==> config.mk <==
export PLATFORM = sky130hd
export DESIGN_NAME = grayPwmGate
export DESIGN_NICKNAME = d
export VERILOG_FILES = /design/src/rtl/grayPwmPkg.sv /design/src/rtl/grayPwmCtl.sv /design/src/rtl/grayPwmDp.sv /design/src/rtl/grayPwmGate.sv
export SDC_FILE = /design/constraint.sdc
export NUM_CORES = 1
export LEC_CHECK = 0
export ABC_CLOCK_PERIOD_IN_PS = 3500
export BUFFER_PORTS_ARGS = -buffer_cell sky130_fd_sc_hd__buf_2
export CORE_ASPECT_RATIO = 0.75
export CORE_MARGIN = 1.5
export CORE_UTILIZATION = 45
export CTS_BUF_LIST = sky130_fd_sc_hd__clkbuf_4 sky130_fd_sc_hd__clkbuf_8
export CTS_CLUSTER_DIAMETER = 150
export DETAILED_ROUTE_END_ITERATION = 10
export PLACE_DENSITY = 0.95
export SLEW_MARGIN = 5
export SYNTH_ARGS = -nofsm -noshare
export SYNTH_HDL_FRONTEND = slang
export SYNTH_HIERARCHICAL = 1
export SYNTH_SLANG_ARGS = --single-unit
==> constraint.sdc <==
create_clock -name clk -period 3.5 [get_ports clk]
set_input_delay 0.35 -clock clk [delete_from_list [all_inputs] [get_ports clk]]
set_output_delay 0.35 -clock clk [all_outputs]
set_load 0.05 [all_outputs]
==> src/rtl/grayPwmPkg.sv <==
package grayPwmPkg;
  // strobes from control to datapath
  typedef struct packed {
    logic cntStep;  // advance PWM count this cycle
    logic outOpen;  // outputs allowed to drive
  } pwmCtl_t;
endpackage

==> src/rtl/grayPwmCtl.sv <==
module grayPwmCtl
  import grayPwmPkg::*;
#(
  parameter int LIMW = 8
) (
  input  logic            clk,
  input  logic            rstN,
  input  logic            cntTick,
  input  logic            enTick,
  input  logic            wrGate,
  input  logic            offReq,
  input  logic [LIMW-1:0] onLimit,
  output pwmCtl_t         ctl
);
  logic            strobe;
  logic            enActive;
  logic            expired;
  logic [LIMW-1:0] onCnt;
  logic [LIMW:0]   nextCnt;
  logic            limitOn;

  assign strobe  = enTick & wrGate;
  assign nextCnt = {1'b0, onCnt} + 1'b1;
  assign limitOn = (onLimit != '0);

  always_ff @(posedge clk or negedge rstN) begin
    if (!rstN) begin
      enActive <= 1'b0;
      expired  <= 1'b0;
      onCnt    <= '0;
    end else if (strobe) begin
      if (offReq) begin
        enActive <= 1'b0;
        expired  <= 1'b0;
        onCnt    <= '0;
      end else if (!enActive) begin
        enActive <= 1'b1;
        expired  <= 1'b0;
        onCnt    <= '0;
      end else if (!expired && limitOn) begin
        onCnt <= nextCnt[LIMW-1:0];
        if (nextCnt >= {1'b0, onLimit}) expired <= 1'b1;
      end
    end
  end

  always_comb begin
    ctl.cntStep = cntTick;
    ctl.outOpen = enActive & ~expired;
  end
endmodule

==> src/rtl/grayPwmDp.sv <==
module grayPwmDp
  import grayPwmPkg::*;
#(
  parameter int NDOT = 48,
  parameter int GW   = 4
) (
  input  logic            clk,
  input  logic            rstN,
  input  pwmCtl_t         ctl,
  input  logic [GW-1:0]   grayVal,
  input  logic [NDOT-1:0] dotReq,
  output logic [GW-1:0]   cntVal,
  output logic [NDOT-1:0] drvEn
);
  localparam logic [GW-1:0] FULLCODE = {GW{1'b1}};

  logic pwmWin;

  always_ff @(posedge clk or negedge rstN) begin
    if (!rstN) cntVal <= '0;
    else if (ctl.cntStep) cntVal <= cntVal + 1'b1;
  end

  assign pwmWin = (grayVal == FULLCODE) || (cntVal < grayVal);

  for (genvar i = 0; i < NDOT; i++) begin : g_dot
    assign drvEn[i] = dotReq[i] & ctl.outOpen & pwmWin;
  end
endmodule

==> src/rtl/grayPwmGate.sv <==
module grayPwmGate
  import grayPwmPkg::*;
#(
  parameter int NDOT = 48,
  parameter int GW   = 4,
  parameter int LIMW = 8
) (
  input  logic            clk,
  input  logic            rstN,
  input  logic            cntTick,
  input  logic            enTick,
  input  logic            wrGate,
  input  logic            offReq,
  input  logic [GW-1:0]   grayVal,
  input  logic [LIMW-1:0] onLimit,
  input  logic [NDOT-1:0] dotReq,
  output logic [NDOT-1:0] drvEn
);
  pwmCtl_t       ctl;
  logic [GW-1:0] cntVal;
  logic          gateOn;

  assign gateOn = ctl.outOpen;

  grayPwmCtl #(.LIMW(LIMW)) ctl_i (
    .clk(clk), .rstN(rstN), .cntTick(cntTick), .enTick(enTick),
    .wrGate(wrGate), .offReq(offReq), .onLimit(onLimit), .ctl(ctl)
  );

  grayPwmDp #(.NDOT(NDOT), .GW(GW)) dp_i (
    .clk(clk), .rstN(rstN), .ctl(ctl), .grayVal(grayVal),
    .dotReq(dotReq), .cntVal(cntVal), .drvEn(drvEn)
  );
endmodule

==> impl_metrics.tcl <==
set metrics [dict create \
    port-buffer-count 113 \
    synthesis.nets 303 \
    required_ps 3150 \
    syn_area_um2 1600 \
    cts_resized 0 \
    path_max_fanout 48 \
    final_common_cell "buf_2" \
    grt_first_pass_wirelength_mm 6.77 \
    numCtsBuffers 3 \
    cts.sinks 14 \
    multiInputGateArea_um2 1110 \
    drt_iter0_drc 94 \
    synth_top_area_frac 0.218 \
    gp_congestion 0.839 \
    std_cell_rows 18 \
    synth_seq_cells 14 \
    first_global_vias 1532 \
    total_leakage_power_nw 1.24 \
    avgRoutedWirePerCell_um 13.0 \
    cts_htree_levels 1 \
    synth-simple-area-share 0.225 \
    layout.nets 408 \
    core_um2 3360 \
    holdCritPathClass "input pin to flop" \
    dieWidth_um 71.9 \
    critPathCaptureType "primary output" \
    clock_skew_ps 3.21 \
    io-pin-count 114 \
    initial_core_util 0.478 \
    dr.pass1.iters 4 \
    chipHeight_um 54.7 \
    avgSynthCellArea_um2 7.16 \
    clock.fmax_mhz 405 \
    grt_max_degree 49 \
    yosysTopAreaCell "dfrtp_1" \
    antenna_found_initial 0 \
    finalSetupTns_ps 0 \
    status "complete, no violations" \
    hold_slack_ps 331 \
    seqCellArea_um2 350 \
    worstSkewPairLatency_ps 240 \
    fp.dieArea_um2 3940 \
    finalHoldViolations 0 \
    drcViolationCount 0 \
    diodes 0 \
    synthFlopType "dfrtp_1" \
    p_per_area_nw_per_um2 552 \
    via_count 1945 \
    ant_nets 0 \
    synth_compound_area_frac 0.312 \
    drt-total-wl_mm 4.78 \
    synth_mux_area_frac 0.00702 \
    synth-xor-area-share 0.0437 \
    crit_type "flop to primary output" \
    gr-usage-all-layers 0.220 \
    tightest_slew_ps 766 \
    rsz0062_at_grt "false" \
    async_flop_share 1.00 \
    start_kind "flop" \
    area_delta_synth_final_pct 38.2 \
    dp_hpwl_mm 3.73 \
    cp.arrival_ps 2120 \
    netlist_top_cells_area "dfrtp_1, a21oi_1, nand2_1" \
    fillers 292 \
    setup_violations 0 \
    cts_tree "done" \
    max_slew_margin 0.476 \
    drv_slew 0 \
    grt_remaining_overflow 0 \
    final_cell_mix "buf_2, nand2_1, a21oi_1, dfrtp_1" \
    synth_seq_area_share 0.218 \
    min_period_ps 2470 \
    clk_pin_slew_ps 60 \
    root_buffer "clkbuf_8" \
    cts_buffer_depth 2 \
    synth_enable_flop_cells 0 \
    synth_top_family_by_area "compound AO/OA/AOI/OAI gates" \
    r2r_slack_ps 1350 \
    peakVddDrop_v 0.000629 \
    vias_per_cell 5.29 \
    yosysWarnings 6 \
    synthCells 224 \
    drive_gt1_frac 0.418 \
    ys_types 40 \
    synthAdderAreaFrac 0.101 \
    drv_cap 0 \
    fin_crit_sh 0.706 \
]
-- kinds of logic after synthesis --
group	after synthesis
AND/OR/NAND/NOR	79
buffers and inverters	30
XOR/XNOR	8
flip-flops	14
adder cells (fa/ha/maj)	13
multiplexers	1
AO/OA/AOI/OAI	79
-- layout make-up --
type                            count  area share
Tap cell                           40      0.0226
Clock buffer                        4      0.0248
Inverter                           13      0.0220
Multi-Input combinational cell    180       0.503
Timing Repair Buffer              117       0.270
Sequential cell                    14       0.158
-- worst paths after layout --
| path | start | to | depth (start not counted) |
|---|---|---|---|
| max | dp_i/cntVal[3] | drvEn[26] | 6 |
| min | offReq | ctl_i/enActive | 2 |
| max reg2reg | ctl_i/onCnt[0] | ctl_i/expired | 6 |
| min reg2reg | dp_i/cntVal[3] | dp_i/cntVal[3] | 1 |
| max in group asynchronous | rstN | dp_i/cntVal[2] | 2 |
| min in group asynchronous | rstN | dp_i/cntVal[3] | 2 |
-- metrics by stage --
step / std cells / utilization / power (mW) / worst slack, ps / instance area [µm²]
final: 368 / 0.661 / 1.22 / 1030 / 2220
after global placement: 363 / 0.641 / 1.04 / 1310 / 2150
after CTS: 368 / 0.661 / 1.23 / 1030 / 2220
after floorplan: 224 / - / 0.917 / 1170 / 1600
after global routing: 368 / 0.661 / 1.30 / 920 / 2220
after detailed placement: 363 / 0.641 / 1.06 / 1210 / 2150
-- report_power, final --
part / internal [mW] / switching (mW)
registers: 0.190 / 0.0305
clock network: 0.0995 / 0.0554
logic: 0.213 / 0.635
-- critical path, stage by stage, from the launching register on --
cell and delay, ps:
dfrtp_1 400, ha_1 310, a21oi_1 250, o21ai_4 80, buf_4 290, a21oi_1 250
buf_2 290
-- layer usage --
metal  share of wire  global-route usage  wire, µm  vias to the layer above
li1                -                   -         -                      987
met1            0.44               0.284      2080                      897
met2            0.51               0.392      2420                       59
met3           0.055              0.0516       262                        2
met4          0.0021              0.0283        10                        0
met5               0                   0         0                        -
-- what timing repair did --
item	CTS	global route
hold buffers	1	0
endpoints found under the setup margin	0	0
buffers inserted	0	0
endpoints found under the hold margin	8	0
-- state kept, by name, summed over array words and instances (netlist names) --
name	flops
ctl_i/onCnt	8
dp_i/cntVal	4
ctl_i/enActive	1
ctl_i/expired	1
-- Yosys cell counts (3+ instances only) --
cell type / n
nand2_1: 54
a21oi_1: 45
dfrtp_1: 14
ha_1: 13
inv_1: 13
a21oi_2: 10
clkbuf_1: 6
o21ai_0: 6
buf_2: 5
a32o_1: 4
nor2_1: 4
xnor2_1: 4
xor2_1: 4
a21o_1: 3
buf_6: 3
nand3_1: 3
nand4_1: 3
nor2b_1: 3
(Power assumes the default switching activity.)
